<file path="src/rtl/tmi_irq_pkg.sv">
package tmi_irq_pkg;
  localparam int SRC_N = 4;

  // source bit order, shared by enable and status words
  localparam int SRC_CMD = 0;
  localparam int SRC_LOC = 1;
  localparam int SRC_STV = 2;
  localparam int SRC_DAV = 3;

  localparam logic [1:0] RA_ENABLE = 2'd0;
  localparam logic [1:0] RA_STATUS = 2'd1;
  localparam logic [1:0] RA_VECTOR = 2'd2;
  localparam logic [1:0] RA_CAPAB  = 2'd3;

  typedef enum logic [1:0] {
    TRIG_RISE = 2'd0,
    TRIG_FALL = 2'd1,
    TRIG_HIGH = 2'd2,
    TRIG_LOW  = 2'd3
  } trig_e;
endpackage

</file>
<file path="src/rtl/tmi_src_latch.sv">
module tmi_src_latch #(
  parameter int SRC_N = 4
) (
  input  logic             clk,
  input  logic             rst_n,
  input  logic [SRC_N-1:0] cond,
  input  logic [SRC_N-1:0] clr,
  output logic [SRC_N-1:0] stat
);
  logic [SRC_N-1:0] cond_q;

  for (genvar i = 0; i < SRC_N; i++) begin : g_src
    logic rise;
    assign rise = cond[i] & ~cond_q[i];
    always_ff @(posedge clk or negedge rst_n) begin
      if (!rst_n) begin
        cond_q[i] <= 1'b0;
        stat[i]   <= 1'b0;
      end else begin
        cond_q[i] <= cond[i];
        // a fresh edge outranks a simultaneous clear
        stat[i]   <= rise | (stat[i] & ~clr[i]);
      end
    end
  end
endmodule

</file>
<file path="src/rtl/tmi_irq_regs.sv">
module tmi_irq_regs
  import tmi_irq_pkg::*;
#(
  parameter int DATA_W = 32,
  parameter int ADDR_W = 2,
  parameter int VEC_W  = 8
) (
  input  logic              clk,
  input  logic              rst_n,
  input  logic              wr_en,
  input  logic [ADDR_W-1:0] wr_addr,
  input  logic [DATA_W-1:0] wr_data,
  output logic              glb_en,
  output logic [SRC_N-1:0]  src_en,
  output trig_e             trig,
  output logic [VEC_W-1:0]  vec,
  output logic [SRC_N-1:0]  clr
);
  localparam int TRIG_LSB = SRC_N;
  localparam int GLB_BIT  = DATA_W - 1;

  logic wr_enable, wr_vector;
  logic unused_wbits;

  assign wr_enable = wr_en && (wr_addr == ADDR_W'(RA_ENABLE));
  assign wr_vector = wr_en && (wr_addr == ADDR_W'(RA_VECTOR));
  assign clr = (wr_en && (wr_addr == ADDR_W'(RA_STATUS))) ? wr_data[SRC_N-1:0] : '0;
  assign unused_wbits = ^wr_data;

  always_ff @(posedge clk or negedge rst_n) begin
    if (!rst_n) begin
      glb_en <= 1'b0;
      src_en <= '0;
      trig   <= TRIG_LOW;
      vec    <= '0;
    end else begin
      if (wr_enable) begin
        glb_en <= wr_data[GLB_BIT];
        src_en <= wr_data[SRC_N-1:0];
        trig   <= trig_e'(wr_data[TRIG_LSB +: 2]);
      end
      if (wr_vector) vec <= wr_data[VEC_W-1:0];
    end
  end
endmodule

</file>
<file path="src/rtl/tmi_irq_drive.sv">
module tmi_irq_drive
  import tmi_irq_pkg::*;
#(
  parameter int SRC_N = 4
) (
  input  logic             clk,
  input  logic             rst_n,
  input  logic             glb_en,
  input  logic [SRC_N-1:0] src_en,
  input  logic [SRC_N-1:0] stat,
  input  trig_e            trig,
  output logic             irq_out
);
  logic masked, masked_q, onset;

  assign masked = glb_en & (|(stat & src_en));
  assign onset  = masked & ~masked_q;

  always_ff @(posedge clk or negedge rst_n) begin
    if (!rst_n) masked_q <= 1'b0;
    else        masked_q <= masked;
  end

  always_comb begin
    unique case (trig)
      TRIG_RISE: irq_out = onset;
      TRIG_FALL: irq_out = ~onset;
      TRIG_HIGH: irq_out = masked;
      default:   irq_out = ~masked;
    endcase
  end
endmodule

</file>
<file path="src/rtl/tmi_irq_unit.sv">
module tmi_irq_unit
  import tmi_irq_pkg::*;
#(
  parameter int DATA_W = 32,
  parameter int ADDR_W = 2,
  parameter int VEC_W  = 8
) (
  input  logic              clk,
  input  logic              rst_n,
  input  logic              reg_wr,
  input  logic [ADDR_W-1:0] reg_waddr,
  input  logic [DATA_W-1:0] reg_wdata,
  input  logic [ADDR_W-1:0] reg_raddr,
  output logic [DATA_W-1:0] reg_rdata,
  input  logic              ev_cmd_ready,
  input  logic              ev_loc_change,
  input  logic              ev_sts_valid,
  input  logic              ev_data_avail,
  output logic              irq_out
);
  localparam logic [DATA_W-1:0] CAP_WORD = DATA_W'({4'hF, {SRC_N{1'b1}}});

  logic             glb_en;
  logic [SRC_N-1:0] src_en, clr, stat, cond;
  trig_e            trig;
  logic [VEC_W-1:0] vec;

  assign cond[SRC_CMD] = ev_cmd_ready;
  assign cond[SRC_LOC] = ev_loc_change;
  assign cond[SRC_STV] = ev_sts_valid;
  assign cond[SRC_DAV] = ev_data_avail & ev_sts_valid;

  tmi_irq_regs #(.DATA_W(DATA_W), .ADDR_W(ADDR_W), .VEC_W(VEC_W)) u_regs (
    .clk(clk), .rst_n(rst_n), .wr_en(reg_wr), .wr_addr(reg_waddr),
    .wr_data(reg_wdata), .glb_en(glb_en), .src_en(src_en), .trig(trig),
    .vec(vec), .clr(clr)
  );

  tmi_src_latch #(.SRC_N(SRC_N)) u_latch (
    .clk(clk), .rst_n(rst_n), .cond(cond), .clr(clr), .stat(stat)
  );

  tmi_irq_drive #(.SRC_N(SRC_N)) u_drive (
    .clk(clk), .rst_n(rst_n), .glb_en(glb_en), .src_en(src_en),
    .stat(stat), .trig(trig), .irq_out(irq_out)
  );

  always_comb begin
    reg_rdata = '0;
    unique case (reg_raddr)
      ADDR_W'(RA_ENABLE): begin
        reg_rdata[DATA_W-1]    = glb_en;
        reg_rdata[SRC_N +: 2]  = trig;
        reg_rdata[SRC_N-1:0]   = src_en;
      end
      ADDR_W'(RA_STATUS): reg_rdata[SRC_N-1:0] = stat;
      ADDR_W'(RA_VECTOR): reg_rdata[VEC_W-1:0] = vec;
      default:            reg_rdata = CAP_WORD;
    endcase
  end
endmodule

</file>
<file path="config.mk">
export PLATFORM = sky130hd
export DESIGN_NAME = tmi_irq_unit
export DESIGN_NICKNAME = d
export VERILOG_FILES = /design/src/rtl/tmi_irq_pkg.sv /design/src/rtl/tmi_src_latch.sv /design/src/rtl/tmi_irq_regs.sv /design/src/rtl/tmi_irq_drive.sv /design/src/rtl/tmi_irq_unit.sv
export SDC_FILE = /design/constraint.sdc
export NUM_CORES = 1
export LEC_CHECK = 0
export BUFFER_PORTS_ARGS = -buffer_cell sky130_fd_sc_hd__buf_2
export CAP_MARGIN = 30
export CORE_MARGIN = 3
export CORE_UTILIZATION = 46
export DETAILED_ROUTE_END_ITERATION = 6
export MAX_ROUTING_LAYER = met4
export PLACE_DENSITY = 0.88
export SETUP_SLACK_MARGIN = 0.1
export SYNTH_ARGS = -nofsm -noshare
export SYNTH_HDL_FRONTEND = slang
export SYNTH_SLANG_ARGS = --single-unit
</file>
<file path="constraint.sdc">
create_clock -name clk -period 1.41 [get_ports clk]
set_input_delay 0.0705 -clock clk [delete_from_list [all_inputs] [get_ports clk]]
set_output_delay 0.0705 -clock clk [all_outputs]
set_load 0.01 [all_outputs]
</file>
### Word-level counts from Yosys, hierarchy flattened

Index checks and enable logic that the tools add are counted.

* bitwise operators: 27
* muxes and demuxes: 6
* reductions and logical operators: 8
* equality and inequality tests: 6

Operator list (count)
* case mux 4 bit (3 select lines): 1
* AND 1 bit: 11
* NOT 1 bit: 11
* equality test 2 x 1 -> 1 bit (second input constant): 3
* equality test 2 bit (second input constant): 3
* zero test 2 bit: 3
* case mux 2 bit (3 select lines): 1
* AND 4 bit: 1
* 2-to-1 mux 4 bit: 1
* OR 1 bit: 4
* case mux 2 bit (2 select lines): 1
* OR reduction 4 bit: 1
* logical AND 1 bit: 3
* case mux 1 bit (3 select lines): 1
* OR reduction 2 bit: 1
* 2-to-1 mux 1 bit: 1

* input bits: 43
* bits in registers: 24
* output and inout bits: 33
* logic and storage cells: 60

### Logic depth before layout (Yosys ltp)

* depth in word-level cells: 6
* depth in mapped cells: 4
* mapped depth without buffers: 3

### Cells and area by module

From an unflattened synthesis, not the netlist that was laid out.

* cells, all modules: 109
* area total of the unflattened synthesis: 1316.3 um^2

By module, submodules not included
* tmi_irq_regs: area each 611.8 um^2, sequential area each 377.9 um^2, times used 1, cells each 37
* tmi_irq_unit: area each 346.6 um^2, sequential area each 0.0 um^2, times used 1, cells each 45
* tmi_src_latch: area each 280.3 um^2, sequential area each 200.2 um^2, times used 1, cells each 20
* tmi_irq_drive: area each 77.6 um^2, sequential area each 25.0 um^2, times used 1, cells each 7

### Least setup slack after synthesis

OpenSTA, ideal clock, no wires.

* kind: register to output
* from: register u_latch.stat[2]
* to: output irq_out
* cell stages (with the launch flop): 4
* path slack: 0.368 ns
* buffers on the path: 0
* required time: 1.340 ns
* data arrival time: 0.971 ns
* cells stage by stage: dfrtp_1 > a22o_1 > o221ai_1 > xnor2_1

* longest elaborated chain between the ends: 6
* elaborated cells between the ends (all ways): 7
* those cells by class: 1 x mux; 5 x bitwise; 1 x reduce/logical

RTL lines
* from (decl): RTL line tmi_src_latch.sv:8 `output logic [SRC_N-1:0] stat`
* from (signal, indexed assignment): RTL line tmi_src_latch.sv:22 `stat[i] <= rise | (stat[i] & ~clr[i]);`
* AND 4 bit (*): RTL line tmi_irq_drive.sv:16 `assign masked = glb_en & (|(stat & src_en));`
* OR reduction 4 bit (*): RTL line tmi_irq_drive.sv:16
* AND 1 bit (*): RTL line tmi_irq_drive.sv:16
* AND 1 bit: RTL line tmi_irq_drive.sv:17 `assign onset = masked & ~masked_q;`
* NOT 1 bit: RTL line tmi_irq_drive.sv:27 `TRIG_FALL: irq_out = ~onset;`
* case mux 1 bit (3 select lines) (*): RTL line tmi_irq_drive.sv:25 `unique case (trig)`
* to (decl): RTL line tmi_irq_unit.sv:19 `output logic irq_out`

Mark *: on every way between the ends. The rest lies on a longest branch, timed or not.

### Worst setup path in the final report

* from: register u_latch.stat[0]
* to: output irq_out

The elaborated chain is that of the path after synthesis.

==> impl_results.html <==
<table>
<tr><th>Metric</th><th>Value</th></tr>
<tr><th colspan="2">Clocking</th></tr>
<tr><td>Worst-path clk slew</td><td>120 ps</td></tr>
<tr><td>Root buffer cell</td><td>sky130_fd_sc_hd__clkbuf_4</td></tr>
<tr><td>Insertion delay to the later sink of the worst-skew pair</td><td>300 ps</td></tr>
<tr><td>Clock buffer count from CTS</td><td>3</td></tr>
<tr><td>Max H-tree Level</td><td>1</td></tr>
<tr><td>Buffer levels on the longest clock path</td><td>2</td></tr>
<tr><td>CTS tree</td><td>yes</td></tr>
<tr><td>Clk sinks</td><td>24</td></tr>
<tr><th colspan="2">Die</th></tr>
<tr><td>Initial standard-cell utilization of the core</td><td>49.5%</td></tr>
<tr><td>Die boundary width</td><td>58.1 um</td></tr>
<tr><td>Io pins</td><td>76</td></tr>
<tr><td>Die span in y</td><td>58.1 um</td></tr>
<tr><td>Area of the core</td><td>0.00252 mm2</td></tr>
<tr><td>Total die area</td><td>0.00337 mm2</td></tr>
<tr><td>Number of rows created at floorplan</td><td>18</td></tr>
<tr><th colspan="2">Timing</th></tr>
<tr><td>Final worst-path cycle share</td><td>107%</td></tr>
<tr><td>Layout Skew</td><td>1.88 ps</td></tr>
<tr><td># setup viols final</td><td>3</td></tr>
<tr><td>Shortest period the worst path allows</td><td>1510 ps</td></tr>
<tr><td>Hold slack</td><td>29.1 ps</td></tr>
<tr><td>Least setup slack across all paths after layout</td><td>-98.2 ps</td></tr>
<tr><td>Worst-case headroom to the max-slew limit</td><td>65.1%</td></tr>
<tr><td>Final hold violation count</td><td>0</td></tr>
<tr><td>Unrepaired setup endpoints after global routing</td><td>yes</td></tr>
<tr><td>Max-slew violation count</td><td>0</td></tr>
<tr><td>Maximum achievable frequency</td><td>663 MHz</td></tr>
<tr><td>Slew at the pin closest to its max-slew limit</td><td>523 ps</td></tr>
<tr><th colspan="2">Setup path</th></tr>
<tr><td>Slowest CP cell</td><td>sky130_fd_sc_hd__dfrtp_1</td></tr>
<tr><td>Arrival time at the worst endpoint</td><td>1440 ps</td></tr>
<tr><td>Req. time, crit path</td><td>1340 ps</td></tr>
<tr><td>Type of the worst setup path</td><td>register to output pin</td></tr>
<tr><td>Endpoint of the lowest-slack register-to-register path</td><td>u_regs.src_en[0]$_DFFE_PN0P_</td></tr>
<tr><td>Peak fanout along the critical path</td><td>3</td></tr>
<tr><td>Type of destination of the critical path</td><td>output pin</td></tr>
<tr><td>Number of buffers and inverters on the critical path</td><td>1</td></tr>
<tr><td>Family with the most delay on the worst path</td><td>flip-flops</td></tr>
<tr><td>Stage delay of the slowest cell on the critical path</td><td>430 ps</td></tr>
<tr><td>Reg-to-Reg Start</td><td>u_regs.src_en[0]$_DFFE_PN0P_</td></tr>
<tr><td>Startpoint type of the worst setup path</td><td>register</td></tr>
<tr><td>Number of cells on the worst reg-to-reg path</td><td>3</td></tr>
<tr><td>Minimum setup slack among reg-to-reg paths</td><td>370 ps</td></tr>
<tr><td>Worst path cell trace</td><td>a22o_1, o221ai_2, xnor2_1, buf_2</td></tr>
<tr><th colspan="2">Cells and area</th></tr>
<tr><td>Layout filler cell count</td><td>241</td></tr>
<tr><td>Area of all sequential standard cells</td><td>603 um2</td></tr>
<tr><td>Most frequent standard cell in the layout excluding fill and tap cells</td><td>sky130_fd_sc_hd__buf_2</td></tr>
<tr><td>Layout net count</td><td>204</td></tr>
<tr><td>Ant. Diodes</td><td>0</td></tr>
<tr><td>Most frequent cells in the layout</td><td>sky130_fd_sc_hd__buf_2 (29), sky130_fd_sc_hd__conb_1 (23), sky130_fd_sc_hd__dfrtp_1 (22), sky130_fd_sc_hd__o21ai_0 (14)</td></tr>
<tr><td>Proportion of layout cells with a drive suffix above 1</td><td>35.2%</td></tr>
<tr><td>Signed area change from the synthesized netlist to the final layout</td><td>22.5%</td></tr>
<tr><td>Multi-input gate area in the final layout</td><td>524 um2</td></tr>
<tr><th colspan="2">Drt</th></tr>
<tr><td>Average wire per cell in the routed design</td><td>12.5 um</td></tr>
<tr><td>ANT nets after route</td><td>0</td></tr>
<tr><td>Wire length after detailed routing</td><td>2.37 mm</td></tr>
<tr><td>Drt drc</td><td>0</td></tr>
<tr><td>Starting DRT DRC Count</td><td>8</td></tr>
<tr><td>Post-DR vias/cell</td><td>4.78</td></tr>
<tr><td>Count of TritonRoute iterations in the first routing pass</td><td>4</td></tr>
<tr><td>Via count</td><td>903</td></tr>
<tr><th colspan="2">Placed design</th></tr>
<tr><td>DP Worst Slack</td><td>198 ps</td></tr>
<tr><td>HPWL after detailed placement</td><td>1.74 mm</td></tr>
<tr><td>Number of buffer cells added on primary ports</td><td>29</td></tr>
<tr><td>Placer Congestion</td><td>0.770</td></tr>
<tr><th colspan="2">GRT</th></tr>
<tr><td>Number of global-route vias before repair</td><td>897</td></tr>
<tr><td>Met2 routing resource usage after global routing</td><td>27.9%</td></tr>
<tr><td>Number of antenna violations at the first check in global routing</td><td>0</td></tr>
<tr><td>GRT met3 Usage</td><td>2.67%</td></tr>
<tr><td>Most Crowded Layer GR</td><td>met2</td></tr>
<tr><td>M1 GR Usage</td><td>16.8%</td></tr>
<tr><td>First-pass GRT wire length</td><td>3.83 mm</td></tr>
<tr><td>Maximum number of pins on one net before global-route repair</td><td>25</td></tr>
<tr><td>All-layer global routing usage</td><td>15.3%</td></tr>
<tr><td>Remaining Overflow, GRT</td><td>0</td></tr>
<tr><th colspan="2">Pwr</th></tr>
<tr><td>Switching share of total power</td><td>28.5%</td></tr>
<tr><td>Combinational share of power</td><td>27.7%</td></tr>
<tr><td>Power Density</td><td>1040 mW/mm2</td></tr>
<tr><td>Sequential fraction of design power</td><td>54.4%</td></tr>
<tr><td>Net Switching</td><td>0.000454 W</td></tr>
<tr><td>Leakage power</td><td>0.751 nW</td></tr>
<tr><td>Clock share of power</td><td>17.8%</td></tr>
<tr><td>Maximum ir drop on the vdd rail</td><td>781 uV</td></tr>
<tr><td>Internal Power</td><td>0.00114 W</td></tr>
<tr><th colspan="2">Yosys</th></tr>
<tr><td>Avg Inst Size Synth</td><td>10.9 um2</td></tr>
<tr><td>Cells taking the most area after synthesis</td><td>sky130_fd_sc_hd__dfrtp_1 (44%), sky130_fd_sc_hd__buf_4 (14%), sky130_fd_sc_hd__mux2_2 (14%)</td></tr>
<tr><td>Netlist area before placement</td><td>0.00125 mm2</td></tr>
<tr><td>Part of the Yosys area used for sequential elements</td><td>48.3%</td></tr>
<tr><td>Synth area leader</td><td>sky130_fd_sc_hd__dfrtp_1</td></tr>
<tr><td>Area share of the leading cell type in the synthesized netlist</td><td>44.1%</td></tr>
<tr><td>Number of different library cells in the post-synthesis netlist</td><td>19</td></tr>
<tr><td>Register bit count reported by yosys</td><td>24</td></tr>
<tr><td>Yosys Warn Count</td><td>0</td></tr>
<tr><td>Post-synthesis cell count</td><td>114</td></tr>
<tr><th colspan="2">Outcome</th></tr>
<tr><td>Failing checks</td><td>setup timing</td></tr>
<tr><td>Outcome</td><td>finished, violations left</td></tr>
<tr><th colspan="2">Min path</th></tr>
<tr><td>Worst hold stages</td><td>2</td></tr>
<tr><td>Worst Hold End</td><td>u_regs.src_en[2]$_DFFE_PN0P_</td></tr>
<tr><td>Min-Delay Startpoint</td><td>reg_wdata[2]</td></tr>
<tr><td>Class of the worst hold path</td><td>input port to register</td></tr>
<tr><th colspan="2">Flow run</th></tr>
<tr><td>Maximum Capacitance Violations</td><td>0</td></tr>
</table>
-- kinds of logic after synthesis --
family                    Yosys count  share of synthesized area, %
AOI/OAI and AO/OA                  26                          13.1
xor gates and xnor gates            1                         0.702
buffers and inverters              35                          17.7
DFF                                24                          48.3
muxes                              15                          13.5
other                               1                         0.301
and+or+nand+nor                    12                          6.32
-- Yosys cell counts --
| cell type | number |
|---|---|
| sky130_fd_sc_hd__buf_4 | 23 |
| sky130_fd_sc_hd__clkbuf_1 | 1 |
| sky130_fd_sc_hd__inv_1 | 9 |
| sky130_fd_sc_hd__o221ai_1 | 1 |
| sky130_fd_sc_hd__dfrtp_1 | 22 |
| sky130_fd_sc_hd__nor3b_1 | 1 |
| sky130_fd_sc_hd__buf_2 | 2 |
| sky130_fd_sc_hd__conb_1 | 1 |
| sky130_fd_sc_hd__a22o_1 | 2 |
| sky130_fd_sc_hd__nand2_1 | 5 |
| sky130_fd_sc_hd__o21a_1 | 3 |
| sky130_fd_sc_hd__o22a_1 | 4 |
| sky130_fd_sc_hd__o21ai_0 | 16 |
| sky130_fd_sc_hd__mux2_2 | 15 |
| sky130_fd_sc_hd__nand3b_1 | 2 |
| sky130_fd_sc_hd__dfstp_2 | 2 |
| sky130_fd_sc_hd__xnor2_1 | 1 |
| sky130_fd_sc_hd__nand2b_1 | 3 |
| sky130_fd_sc_hd__nor3b_4 | 1 |
-- power groups by stage --
stage | clock, W | sequential (W) | combinational [W]
floorplan | 0 | 0.000855 | 0.000294
global placement | 0 | 0.000867 | 0.000351
detailed placement | 0 | 0.000879 | 0.000364
CTS | 0.000292 | 0.000866 | 0.000419
global route | 0.000329 | 0.000878 | 0.000488
finish | 0.000284 | 0.000867 | 0.000442
-- final cells by class --
class                      count  area share (%)
multi-input combinational     77            34.3
inverter                       9            2.21
sequential                    24            39.5
timing repair buffer          46            20.1
tap                           30            2.46
clock buffer                   3            1.47
-- timing repair --
item,in CTS,in global routing
gates resized for setup,5,2
setup buffers,2,2
endpoints found under the setup margin,5,7
pin swaps,4,1
hold buffers,8,4
hold endpoints to repair,29,6
-- per-stage QoR --
stage          setup TNS (ps)  cells  area [um2]  util [%]  total power [W]
6_report                 -255    189        1530      60.6          0.00159
5_1_grt                  -465    189        1530      60.6          0.00170
4_1_cts                  -160    183        1470      58.4          0.00158
3_5_place_dp                0    170        1330      52.9          0.00124
3_3_place_gp                0    170        1330      52.9          0.00122
2_1_floorplan               0    136        1330         -          0.00115
-- worst max-delay path by stage --
stage	depth (start not counted)	slack (ps)	start	endpoint
5_1_grt	4	-180	u_regs.src_en[0]$_DFFE_PN0P_	irq_out
6_report	4	-100	u_latch.stat[0]$_DFF_PN0_	irq_out
2_1_floorplan	3	370	u_latch.stat[2]$_DFF_PN0_	irq_out
3_3_place_gp	4	200	u_latch.stat[2]$_DFF_PN0_	irq_out
3_5_place_dp	4	200	u_latch.stat[2]$_DFF_PN0_	irq_out
4_1_cts	4	-100	u_latch.stat[2]$_DFF_PN0_	irq_out
-- per-layer routing --
| metal | share of wire (%) | routed length (um) |
|---|---|---|
| met1 | 42 | 992 |
| met2 | 50 | 1170 |
| met3 | 7.7 | 183 |
| met4 | 0.72 | 17 |
| met5 | 0 | 0 |
-- flip-flops by register name, summed over array words and instances, names as in the netlist --
signal and flops:
u_regs.glb_en 1, u_regs.vec 8, u_regs.trig 2, u_regs.src_en 4, u_drive.masked_q 1, u_latch.cond_q 4, u_latch.stat 4
Note: power is estimated with default switching activity, not from simulation.
